## src/rtl/modarith_pkg.sv

```systemverilog
package modarith_pkg;
  typedef enum logic [1:0] {
    ST_IDLE = 2'd0,
    ST_CALC = 2'd1,
    ST_EMIT = 2'd2,
    ST_DONE = 2'd3
  } ma_state_e;
endpackage

```

## src/rtl/modarith_ctrl.sv

```systemverilog
module modarith_ctrl
  import modarith_pkg::*;
#(
  parameter int NUM_WORDS = 8,
  localparam int IDX_W = (NUM_WORDS > 1) ? $clog2(NUM_WORDS) : 1
) (
  input  logic             clk_i,
  input  logic             rst_ni,
  input  logic             start_i,
  output logic             launch_o,
  output logic             calc_o,
  output logic             emit_o,
  output logic             done_o,
  output logic [IDX_W-1:0] idx_o
);
  localparam logic [IDX_W-1:0] LAST = IDX_W'(NUM_WORDS - 1);

  ma_state_e        state_q;
  logic [IDX_W-1:0] idx_q;

  assign launch_o = (state_q == ST_IDLE) && start_i;
  assign calc_o   = (state_q == ST_CALC);
  assign emit_o   = (state_q == ST_EMIT);
  assign done_o   = (state_q == ST_DONE);
  assign idx_o    = idx_q;

  always_ff @(posedge clk_i or negedge rst_ni) begin
    if (!rst_ni) begin
      state_q <= ST_IDLE;
      idx_q   <= '0;
    end else begin
      unique case (state_q)
        ST_IDLE: if (start_i) begin
          state_q <= ST_CALC;
          idx_q   <= '0;
        end
        ST_CALC: begin
          if (idx_q == LAST) begin
            state_q <= ST_EMIT;
            idx_q   <= '0;
          end else begin
            idx_q <= idx_q + 1'b1;
          end
        end
        ST_EMIT: begin
          if (idx_q == LAST) begin
            state_q <= ST_DONE;
            idx_q   <= '0;
          end else begin
            idx_q <= idx_q + 1'b1;
          end
        end
        default: state_q <= ST_IDLE;
      endcase
    end
  end
endmodule

```

## src/rtl/modarith_step.sv

```systemverilog
// One word of both chains: primary (a op b) and correction (primary -/+ q).
module modarith_step #(
  parameter int WORD_W = 32
) (
  input  logic              sub_i,
  input  logic [WORD_W-1:0] a_i,
  input  logic [WORD_W-1:0] b_i,
  input  logic [WORD_W-1:0] q_i,
  input  logic              f1_i,
  input  logic              f2_i,
  output logic [WORD_W-1:0] raw_o,
  output logic [WORD_W-1:0] alt_o,
  output logic              f1_o,
  output logic              f2_o
);
  logic [WORD_W:0] prim, corr;

  always_comb begin
    if (sub_i) begin
      prim = {1'b0, a_i} - {1'b0, b_i} - {{WORD_W{1'b0}}, f1_i};
      corr = {1'b0, prim[WORD_W-1:0]} + {1'b0, q_i} + {{WORD_W{1'b0}}, f2_i};
    end else begin
      prim = {1'b0, a_i} + {1'b0, b_i} + {{WORD_W{1'b0}}, f1_i};
      corr = {1'b0, prim[WORD_W-1:0]} - {1'b0, q_i} - {{WORD_W{1'b0}}, f2_i};
    end
  end

  assign raw_o = prim[WORD_W-1:0];
  assign alt_o = corr[WORD_W-1:0];
  assign f1_o  = prim[WORD_W];
  assign f2_o  = corr[WORD_W];
endmodule

```

## src/rtl/modarith_wordbuf.sv

```systemverilog
module modarith_wordbuf #(
  parameter int WORD_W    = 32,
  parameter int NUM_WORDS = 8,
  localparam int IDX_W = (NUM_WORDS > 1) ? $clog2(NUM_WORDS) : 1
) (
  input  logic              clk_i,
  input  logic              we_i,
  input  logic [IDX_W-1:0]  waddr_i,
  input  logic [WORD_W-1:0] wdata_i,
  input  logic [IDX_W-1:0]  raddr_i,
  output logic [WORD_W-1:0] rdata_o
);
  logic [WORD_W-1:0] mem_q [NUM_WORDS];

  always_ff @(posedge clk_i) begin
    if (we_i) mem_q[waddr_i] <= wdata_i;
  end

  assign rdata_o = mem_q[raddr_i];
endmodule

```

## src/rtl/modarith_addsub.sv

```systemverilog
module modarith_addsub #(
  parameter int WORD_W    = 32,
  parameter int NUM_WORDS = 8,
  parameter logic [WORD_W*NUM_WORDS-1:0] MODULUS =
    256'hffffffff00000001000000000000000000000000ffffffffffffffffffffffff,
  localparam int IDX_W = (NUM_WORDS > 1) ? $clog2(NUM_WORDS) : 1
) (
  input  logic              clk_i,
  input  logic              rst_ni,
  input  logic              start_i,
  input  logic              op_sub_i,
  output logic [IDX_W-1:0]  rd_addr_o,
  input  logic [WORD_W-1:0] a_word_i,
  input  logic [WORD_W-1:0] b_word_i,
  output logic [WORD_W-1:0] res_word_o,
  output logic [IDX_W-1:0]  res_addr_o,
  output logic              res_we_o,
  output logic              done_o
);
  logic             launch, calc, emit, fin;
  logic [IDX_W-1:0] idx;
  logic             sub_q, f1_q, f2_q, f1_d, f2_d;
  logic [WORD_W-1:0] q_word, raw_w, alt_w, raw_rd, alt_rd;
  logic             use_alt;

  modarith_ctrl #(.NUM_WORDS(NUM_WORDS)) u_ctrl (
    .clk_i, .rst_ni, .start_i,
    .launch_o(launch), .calc_o(calc), .emit_o(emit), .done_o(fin), .idx_o(idx)
  );

  assign q_word = MODULUS[idx*WORD_W +: WORD_W];

  modarith_step #(.WORD_W(WORD_W)) u_step (
    .sub_i(sub_q), .a_i(a_word_i), .b_i(b_word_i), .q_i(q_word),
    .f1_i(f1_q), .f2_i(f2_q),
    .raw_o(raw_w), .alt_o(alt_w), .f1_o(f1_d), .f2_o(f2_d)
  );

  // op latched at launch; chain flags cleared for word 0
  always_ff @(posedge clk_i or negedge rst_ni) begin
    if (!rst_ni) begin
      sub_q <= 1'b0;
      f1_q  <= 1'b0;
      f2_q  <= 1'b0;
    end else if (launch) begin
      sub_q <= op_sub_i;
      f1_q  <= 1'b0;
      f2_q  <= 1'b0;
    end else if (calc) begin
      f1_q <= f1_d;
      f2_q <= f2_d;
    end
  end

  modarith_wordbuf #(.WORD_W(WORD_W), .NUM_WORDS(NUM_WORDS)) u_raw_buf (
    .clk_i, .we_i(calc), .waddr_i(idx), .wdata_i(raw_w),
    .raddr_i(idx), .rdata_o(raw_rd)
  );

  modarith_wordbuf #(.WORD_W(WORD_W), .NUM_WORDS(NUM_WORDS)) u_alt_buf (
    .clk_i, .we_i(calc), .waddr_i(idx), .wdata_i(alt_w),
    .raddr_i(idx), .rdata_o(alt_rd)
  );

  // add: keep raw sum only if q-subtraction borrowed without sum carry
  // sub: add q back only if a-b borrowed
  assign use_alt = sub_q ? f1_q : !(f2_q && !f1_q);

  assign rd_addr_o  = idx;
  assign res_word_o = use_alt ? alt_rd : raw_rd;
  assign res_addr_o = idx;
  assign res_we_o   = emit;
  assign done_o     = fin;
endmodule

```

## config.mk

```make
export PLATFORM = sky130hd
export DESIGN_NAME = modarith_addsub
export DESIGN_NICKNAME = d
export VERILOG_FILES = /design/src/rtl/modarith_pkg.sv /design/src/rtl/modarith_ctrl.sv /design/src/rtl/modarith_step.sv /design/src/rtl/modarith_wordbuf.sv /design/src/rtl/modarith_addsub.sv
export SDC_FILE = /design/constraint.sdc
export NUM_CORES = 1
export LEC_CHECK = 0
export CAP_MARGIN = 10
export CORE_AREA = 2 2 236 238
export CTS_CLUSTER_DIAMETER = 80
export DETAILED_ROUTE_END_ITERATION = 10
export DIE_AREA = 0 0 238 240
export DONT_BUFFER_PORTS = 1
export PLACE_DENSITY_LB_ADDON = 0.12
export SLEW_MARGIN = 30
export SYNTH_ARGS = -nofsm -noshare
export SYNTH_HDL_FRONTEND = slang
export SYNTH_HIERARCHICAL = 1
export SYNTH_SLANG_ARGS = --single-unit
```

## constraint.sdc

```tcl
create_clock -name clk_i -period 13.1 [get_ports clk_i]
set_input_delay 1.965 -clock clk_i [delete_from_list [all_inputs] [get_ports clk_i]]
set_output_delay 1.965 -clock clk_i [all_outputs]
set_load 0.1 [all_outputs]
```

==> results of run 1 <==
==> sequential cells by signal, indices dropped and copies added (netlist names) <==
signal,count
f2_q,1
u_raw_buf/mem_q,256
f1_q,1
sub_q,1
u_ctrl/state_q,2
u_ctrl/idx_o,3
u_alt_buf/mem_q,256
==> cells in the mapped netlist (4+ instances only) <==
cell type / number / area share (%)
a2111oi_0: 5 / 0.15
a211o_1: 4 / 0.12
a211oi_1: 22 / 0.56
a21o_1: 38 / 0.97
a21oi_1: 136 / 2.3
a21oi_2: 6 / 0.18
a311oi_1: 4 / 0.12
a31o_2: 5 / 0.15
a31oi_1: 7 / 0.15
and2_1: 6 / 0.13
and3_1: 11 / 0.23
buf_1: 10 / 0.13
buf_2: 15 / 0.26
buf_6: 18 / 0.69
clkbuf_1: 28 / 0.36
dfrtp_1: 8 / 0.68
edfxtp_1: 512 / 52
fa_1: 8 / 0.55
ha_1: 191 / 8.2
inv_1: 182 / 2.3
mux2_2: 75 / 2.9
mux2_4: 30 / 1.5
mux2i_1: 8 / 0.27
mux4_1: 80 / 7.2
mux4_2: 48 / 3.7
nand2_1: 100 / 1.3
nand2b_1: 21 / 0.45
nand3_1: 30 / 0.51
nand3b_1: 5 / 0.13
nand4_1: 9 / 0.19
nor2_1: 119 / 1.5
nor2b_1: 12 / 0.26
nor3_1: 25 / 0.43
nor4_1: 9 / 0.19
o211ai_1: 5 / 0.13
o21a_1: 7 / 0.18
o21ai_0: 88 / 1.5
o21bai_1: 15 / 0.38
o22ai_1: 6 / 0.13
o31ai_1: 15 / 0.38
or3_1: 5 / 0.11
or4_1: 5 / 0.13
xnor2_1: 84 / 2.5
xor2_1: 31 / 0.93
==> worst max-delay path: stages <==
cell	delay, ps
inv_1	60
fa_1	480
fa_1	430
o21bai_1	210
a211o_1	180
nor4_1	70
o41ai_2	450
a21o_1	280
nand2_1	70
o31ai_1	250
xnor2_1	240
ha_1	300
inv_1	60
ha_1	290
a21oi_1	280
o211ai_1	150
a311oi_1	200
o21ai_0	240
a311o_1	390
a21oi_1	220
o21bai_1	100
xnor2_1	120
o21ai_0	580
==> metrics by stage <==
| step | setup slack [ps] | hold WS (ps) | cells | area, um^2 | utilization (%) |
|---|---|---|---|---|---|
| finish | 5740 | 632 | 2865 | 31700 | 58.0 |
| global route | 5160 | 684 | 2864 | 31700 | 58.0 |
| CTS | 5700 | 627 | 2862 | 31600 | 57.9 |
| detailed placement | 5140 | 613 | 2776 | 30100 | 55.1 |
| global placement | 5300 | 591 | 2774 | 30100 | 55.0 |
| floorplan | 5710 | 550 | 2115 | 29300 | - |
==> logic make-up after synthesis <==
family / after synthesis / share of synthesized area (%)
multiplexers: 241 / 15.6
buffers and inverters: 256 / 3.85
flip-flops: 520 / 53.2
AND/OR/NAND/NOR: 374 / 6.07
XOR/XNOR: 115 / 3.44
AO/OA/AOI/OAI: 410 / 9.19
adder cells (fa/ha/maj): 199 / 8.71
==> final cells by class <==
cell class	count	area [um^2]	share of cell area, %
Clock buffer	59	1260	3.99
Multi-Input combinational cell	1339	12700	40.2
Sequential cell	520	15600	49.2
Tap cell	704	881	2.78
Antenna cell	1	2.50	0.00790
Inverter	182	683	2.16
Timing Repair Buffer	33	312	0.983
Clock inverter	27	236	0.746
==> worst paths after layout <==
path	to	slack, ps	startpoint	depth (start not counted)
hold / removal	u_ctrl/state_q[1]	630	u_ctrl/state_q[1]	1
hold reg to reg	u_ctrl/state_q[1]	630	u_ctrl/state_q[1]	1
min in group asynchronous	u_ctrl/state_q[0]	1080	rst_ni	0
setup / recovery	u_alt_buf/mem_q[3][25]	5740	a_word_i[0]	23
max in group asynchronous	u_ctrl/idx_o[2]	11940	rst_ni	0
setup reg to reg	u_alt_buf/mem_q[3][25]	6740	f1_q	23
==> metal layers <==
| layer | track usage, % | vias to the layer above | wire [um] |
|---|---|---|---|
| met5 | 0 | - | 0 |
| met4 | 5.36 | 0 | 1280 |
| met3 | 2.50 | 80 | 3330 |
| met2 | 39.2 | 449 | 31700 |
| met1 | 34.1 | 8741 | 30600 |
| li1 | - | 8150 | - |
==> layout by cell type (no fill, tap or decap), types with 8 or more instances in the layout <==
cell,netlist,layout
a211oi_1,22,22
a21o_1,38,38
a21oi_1,136,134
a21oi_2,6,8
and3_1,11,11
buf_4,3,29
clkbuf_1,28,10
clkbuf_16,0,49
clkinv_1,0,9
clkinv_2,0,10
edfxtp_1,512,512
fa_1,8,8
ha_1,191,190
inv_1,182,181
mux2_2,75,75
mux2_4,30,30
mux4_1,80,80
mux4_2,48,48
nand2_1,100,100
nand2b_1,21,21
nand3_1,30,30
nand4_1,9,9
nor2_1,119,107
nor2_4,0,10
nor2b_1,12,12
nor3_1,25,21
nor4_1,9,9
o21ai_0,88,77
o21ai_1,1,12
o21bai_1,15,15
o31ai_1,15,14
xnor2_1,84,84
xor2_1,31,30
==> flow_summary.yaml, run 1 <==
sta:
  relSlewSlack_pct: 23.7
  finalCritPeriodShare_pct: 56.2
  setup_viol_count_final: 0
  hold_violations: 0
  rsz0062_at_grt: "false"
  fmax_ghz: 0.136
  post-route-min-period_ps: 7360
  finalMaxSlewViolations: 0
  worst_pin_slew_ps: 1120
  finClkSkew_ps: 32.4
  setup_tns_ps: 0
die:
  row_count: 86
  die_h_um: 240
  initial_core_util_pct: 53.6
  io_pins: 108
  coreArea_um2: 54700
  die_width_um: 238
  dieArea_um2: 57100
logic_synthesis:
  netlist_instances: 2115
  yosysWarnings: 6
  ys_seq_area_share_pct: 53.2
  synth_seq_cells: 520
  synth_nets: 2382
  ys_async_sr_fraction_pct: 1.54
  ys_types: 85
  synth_edf_count: 512
  avgSynthCellArea_um2: 13.8
  netlist_area_um2: 29300
  ys.flop_type: "edfxtp_1"
job:
  drv_cap: 0
run_status:
  status: "completed"
clock_tree:
  cts.sinks: 520
  clock_path_buffers: 3
  cts_resized: 0
  clk_latency_ps: 570
  path_clk_slew_ps: 60
  post_cts_buffers: 0
  holdBufCountCts: 0
  cts-buffers-inserted: 48
  cts_tree: "done"
  cts-htree-levels: 2
  root_buffer: "clkbuf_16"
drt:
  drc_errors: 0
  ant_nets: 0
  routed_wirelength_um: 67000
  dr.pass1.iters: 7
  viasPerCell: 6.08
  vias: 17420
  wl_per_cell_um: 23.4
  drt_iter0_markers: 1393
layout:
  drive_above_1_share_pct: 14.4
  area_growth_pct: 8.22
  fill_cells: 4350
  fin_nets: 2391
min_path:
  hold_class: "register to register"
grt:
  grt_pass1_vias: 17826
  grt_pass1_wl_um: 103000
  antenna_found_initial: 0
  grt_max_degree: 66
  grtUsageTotal_pct: 23.7
  grt_overflow: 0
placed_design:
  io_buffers: 0
  place_congestion: 0.906
  hpwl_um: 46200
setup_path:
  cp-end-kind: "register"
  worstPathArrival_ps: 7610
  start_kind: "input port"
  required_ps: 13350
  worstSetupPathType: "input port to register"
  crit_fanout: 8
Power of run 1 is not shown: default switching activity piles up to over one toggle a cycle in this logic, so the estimate is an artifact.
==> inputs of run 2 (changes only) <==
Settings changed: ABC_AREA set to 1, CORE_AREA 2 2 236 238 to 2 2 258 260, DIE_AREA 0 0 238 240 to 0 0 260 262.
Clock period 13.1 ns to 6.4 ns, I/O delays scaled along.
==> flow_summary.yaml, run 2 <==
run_status:
  status: "completed"
setup_path:
  cp_slowest_cell: "dfrtp_4"
  required_ps: 5440
  crit_fanout: 45
  crit_path_cell_trace: "buf_4 > buf_4 > nand2_1 > nand3_1 > nand2_1 > nand2_1 > nand2_1 > nand3_1 > nand2_1"
  worstPathArrival_ps: 4090
  cp_common_cell: "nand2_1"
  start_kind: "register"
  max_stage_delay_ps: 790
  cp-end-kind: "primary output"
  worstSetupPathType: "register to primary output"
die:
  initial_core_util_pct: 53.6
  coreArea_um2: 65300
  die_h_um: 262
  io_pins: 108
  row_count: 94
  die_width_um: 260
  dieArea_um2: 68100
logic_synthesis:
  synth_seq_cells: 520
  synth_fa_ha_area_share_pct: 7.29
  synthMuxAreaShare_pct: 0
  netlist_instances: 4761
  synth-simple-area-share_pct: 29.9
  ys_top_cells_by_area: "edfxtp_1, nand2_1, inv_1"
  ys.flop_type: "edfxtp_1"
  yosysWarnings: 6
  synth_commonest_cells: "nand2_1, inv_1, edfxtp_1"
  post-synth-top-count-cell: "nand2_1"
  synth_edf_count: 512
  ys_async_sr_fraction_pct: 1.54
  synth_top_cell_area_share_pct: 44.0
  synth_top_family_by_area: "simple AND/OR/NAND/NOR gates"
  synth-compound-area-share_pct: 3.10
  ys_types: 41
  avgSynthCellArea_um2: 7.35
  netlist_area_um2: 35000
  synth_xor_area_share_pct: 0.941
  ys_seq_area_share_pct: 44.5
  synth_nets: 5028
  yosysTopAreaCell: "edfxtp_1"
layout:
  fin_nets: 5014
  drive_above_1_share_pct: 3.97
  final_cells: 5655
  area_growth_pct: 7.06
  final_cell_area_um2: 37500
  final_cell_mix: "nand2_1, inv_1, edfxtp_1, nand3_1, ha_1"
  mostFrequentLayoutCell: "nand2_1"
  utilization_pct: 57.4
job:
  drv_cap: 0
sta:
  worst_pin_slew_ps: 1070
  relSlewSlack_pct: 28.5
  post-route-min-period_ps: 5050
  setup_viol_count_final: 0
  hold_violations: 0
  setup_tns_ps: 0
  postLayoutSetupSlackWorst_ps: 1350
  finClkSkew_ps: 25.8
  finalMaxSlewViolations: 0
  finalCritPeriodShare_pct: 78.9
  rsz0062_at_grt: "false"
  holdWs_ps: 50.5
  fmax_ghz: 0.198
clock_tree:
  path_clk_slew_ps: 60
  cts-buffers-inserted: 51
  cts_tree: "done"
  holdBufCountCts: 0
  cts-htree-levels: 2
  clk_latency_ps: 600
  clock_path_buffers: 3
  cts_resized: 0
  cts.sinks: 520
  post_cts_buffers: 0
  root_buffer: "clkbuf_16"
placed_design:
  io_buffers: 0
  place_congestion: 0.995
  dp.cells: 5558
  hpwl_um: 75000
  place_area_um2: 35900
  dp_slack_ps: 1090
power:
  power_switching_mw: 11.3
  seq_power_share_pct: 26.3
  p_leak_nw: 19.6
  finalPower_mw: 21.0
  pwr-share-comb_pct: 60.3
  power_density_nw_per_um2: 560
  swShare_pct: 53.6
  irDropWorstVdd_v: 0.000452
  clock_power_share_pct: 13.4
  p_int_mw: 9.73
drt:
  met1Wirelength_um: 45000
  top_layer_used: "met4"
  routed_wirelength_um: 103000
  drt_iter0_markers: 2590
  dr.pass1.iters: 6
  dr_wl_met3_um: 7240
  drc_errors: 0
  vias: 29013
  viasPerCell: 5.13
  wl_met2_um: 48700
  wl_per_cell_um: 18.2
  ant_nets: 0
grt:
  antenna_found_initial: 1
  grt_pass1_wl_um: 155000
  grt_overflow: 0
  grt_max_degree: 147
  grt_pass1_vias: 26495
  grtUsageTotal_pct: 30.1
min_path:
  hold_class: "input port to asynchronous set/reset pin"
-- run 2: cell types whose count changed in the layout (fill, tap and decap cells not counted), moves of 75 or more --
cell and change:
nand2_1 +1719, xnor2_1 -81, mux4_1 -80, mux2_2 -75, inv_1 +933, nand3_1 +416
-- run 2: cell type report --
type                       count  area (um^2)
multi-input combinational   2993        14600
sequential                   520        15600
fill                        6241        27800
timing repair buffer          56          458
antenna                        2         5.00
inverter                    1125         4230
tap                          864         1080
clock buffer                  64         1350
clock inverter                31          191
-- run 2: kinds of logic (layout without fill, tap and decap cells) --
kind of cell	after synthesis	after routing
adders and majority gates	199	199
DFF	520	520
other	0	2
and+or+nand+nor	2560	2560
xor gates and xnor gates	35	35
buffers and inverters	1248	1276
AOI/OAI and AO/OA	199	199
-- run 2: final timing paths --
| kind | start | end | slack [ps] | cells past startpoint |
|---|---|---|---|---|
| min in group clk_i | op_sub_i | sub_q | 520 | 2 |
| max reg2reg | f1_q | u_alt_buf/mem_q[0][13] | 1490 | 20 |
| max | u_ctrl/idx_o[0] | res_word_o[31] | 1350 | 9 |
| min | rst_ni | u_ctrl/idx_o[1] | 50 | 0 |
| max in group asynchronous | rst_ni | f2_q | 6260 | 0 |
| min reg2reg | u_ctrl/state_q[1] | u_ctrl/state_q[1] | 580 | 2 |
-- run 2: worst max-delay path, delay by kind of cell, from the launching register on --
kind          cells  cell delay, ps
simple gates      7            1210
buf+inv           2            1430
flops             1             790
-- run 2: layer usage --
metal | global-route usage, % | vias to the layer above
met1 | 41.5 | 13416
li1 | - | 14554
met2 | 50.9 | 918
met4 | 7.31 | 0
met5 | 0 | -
met3 | 3.19 | 125
-- run 2: power by group through the flow --
| stage | clock [mW] | combinational [mW] | sequential [mW] |
|---|---|---|---|
| final | 2.81 | 12.7 | 5.52 |
| after global routing | 2.97 | 13.8 | 5.57 |
| after CTS | 2.84 | 12.5 | 5.52 |
| after detailed placement | 0 | 12.5 | 5.60 |
| after global placement | 0 | 12.4 | 5.59 |
| after floorplan | 0 | 8.80 | 5.53 |
Power figures use the tool's default switching activity.
==> inputs of run 3 (changes only) <==
Clock period 6.4 ns to 4.8 ns, I/O delays scaled along.
==> flow_summary.yaml, run 3 (synthesis gave the netlist of run 2 again) <==
drt:
  drt_iter0_markers: 2803
  drc_errors: 0
  wl_per_cell_um: 18.2
  dr.pass1.iters: 6
  wl_met2_um: 49400
  dr_wl_met3_um: 6730
  viasPerCell: 5.10
  met1Wirelength_um: 45900
  routed_wirelength_um: 105000
  ant_nets: 0
  vias: 29390
  top_layer_used: "met4"
setup_path:
  reg2reg_depth: 22
  cp-end-kind: "register"
  crit_path_end: "u_alt_buf/mem_q[6][29]"
  worstPathArrival_ps: 4720
  crit_fanout: 8
  worstSetupPathType: "register to register"
  start_kind: "register"
  rr_endpoint: "u_alt_buf/mem_q[6][29]"
  required_ps: 5060
  ff2ff_setup_slack_ps: 330
  startpoint: "f1_q"
  reg2reg_from: "f1_q"
sta:
  relSlewSlack_pct: 33.5
  post-route-min-period_ps: 4470
  finClkSkew_ps: 18.9
  fmax_ghz: 0.224
  setup_tns_ps: 0
  finalMaxSlewViolations: 0
  setup_viol_count_final: 0
  hold_violations: 0
  postLayoutSetupSlackWorst_ps: 334
  finalCritPeriodShare_pct: 93.0
  worst_pin_slew_ps: 988
  rsz0062_at_grt: "false"
grt:
  grt_pass1_vias: 27095
  grt_overflow: 0
  grt_max_degree: 129
  antenna_found_initial: 1
  grt_pass1_wl_um: 158000
  grtUsageTotal_pct: 30.9
die:
  row_count: 94
  coreArea_um2: 65300
  dieArea_um2: 68100
  io_pins: 108
  die_h_um: 262
  initial_core_util_pct: 53.6
  die_width_um: 260
clock_tree:
  path_clk_slew_ps: 60
  cts-buffers-inserted: 50
  clk_latency_ps: 580
  cts_tree: "done"
  root_buffer: "clkbuf_16"
  clock_path_buffers: 3
  cts-htree-levels: 2
  cts.sinks: 520
placed_design:
  place_congestion: 0.997
  io_buffers: 0
  hpwl_um: 78000
  place_area_um2: 36800
  dp_slack_ps: 53.2
  dp.cells: 5670
power:
  finalPower_mw: 28.9
  irDropWorstVdd_v: 0.000847
  power_density_nw_per_um2: 752
  p_leak_nw: 20.2
min_path:
  hold_class: "input port to register"
layout:
  drive_above_1_share_pct: 6.18
  final_cell_area_um2: 38400
  final_cell_mix: "nand2_1, inv_1, edfxtp_1, nand3_1, ha_1"
  final_cells: 5765
  fin_nets: 5128
  mostFrequentLayoutCell: "nand2_1"
  area_growth_pct: 9.67
run_status:
  status: "completed"
job:
  drv_cap: 0
-- run 3: cell count changes in the layout (fill, tap and decap cells not counted), sizes merged --
cell / before / now
buf: 56 / 170
clkbuf: 64 / 62
clkinv: 31 / 29
diode: 2 / 1
dlygate4sd3: 0 / 1
-- run 3: metrics by stage --
stage                     util [%]  hold slack [ps]
after global placement        56.4              425
after global routing          58.8              262
after floorplan                  -              424
after detailed placement      56.4              425
after CTS                     58.7              250
final                         58.8              272
-- run 3: worst min-delay path by stage --
stage               startpoint                 to  cells past startpoint
floorplan               rst_ni               f1_q                      0
global placement        rst_ni    u_ctrl/idx_o[1]                      0
detailed placement      rst_ni  u_ctrl/state_q[1]                      0
CTS                   op_sub_i              sub_q                      2
global route          op_sub_i              sub_q                      2
finish                op_sub_i              sub_q                      2
-- run 3: where the power goes --
group	switching [mW]	leakage, nW	internal [mW]
combinational	13.3	14.7	4.60
clock	1.64	0.735	2.00
sequential	0.197	4.73	7.09
total	15.2	20.2	13.7
-- run 3: layout make-up --
cell class,count,area [um^2]
clock inverter,29,163
inverter,1125,4230
clock buffer,62,1320
multi-input combinational,2993,14600
tap,864,1080
timing repair buffer,171,1420
antenna,1,2.50
fill,6168,26900
sequential,520,15600
-- run 3: worst max-delay path, cell delays in order (launching register included) --
cell and delay, ps:
dfrtp_2 470, inv_1 80, fa_1 410, fa_1 430
inv_1 110, nand3_1 100, nand3_2 150, nand2_1 70
nand2_1 120, nand2_1 110, nand4_1 120, nand2_1 110
ha_1 280, inv_1 40, ha_1 370, a21oi_1 300
nor2_1 70, nor2_1 140, nand2_1 60, a21oi_1 170
nand3_1 100, nand3_1 120, nand2_1 220
-- run 3: routing by layer --
layer,track usage (%),up-vias
li1,-,14775
met1,43.1,13495
met2,51.5,981
met3,2.48,139
met4,9.31,0
met5,0,-
-- run 3: timing repair --
item                                    4_1_cts  5_1_grt
buffers inserted                              0        1
endpoints found under the hold margin         8        0
endpoints found under the setup margin        0      129
gates resized for setup                       0        5
hold buffers                                  1        0
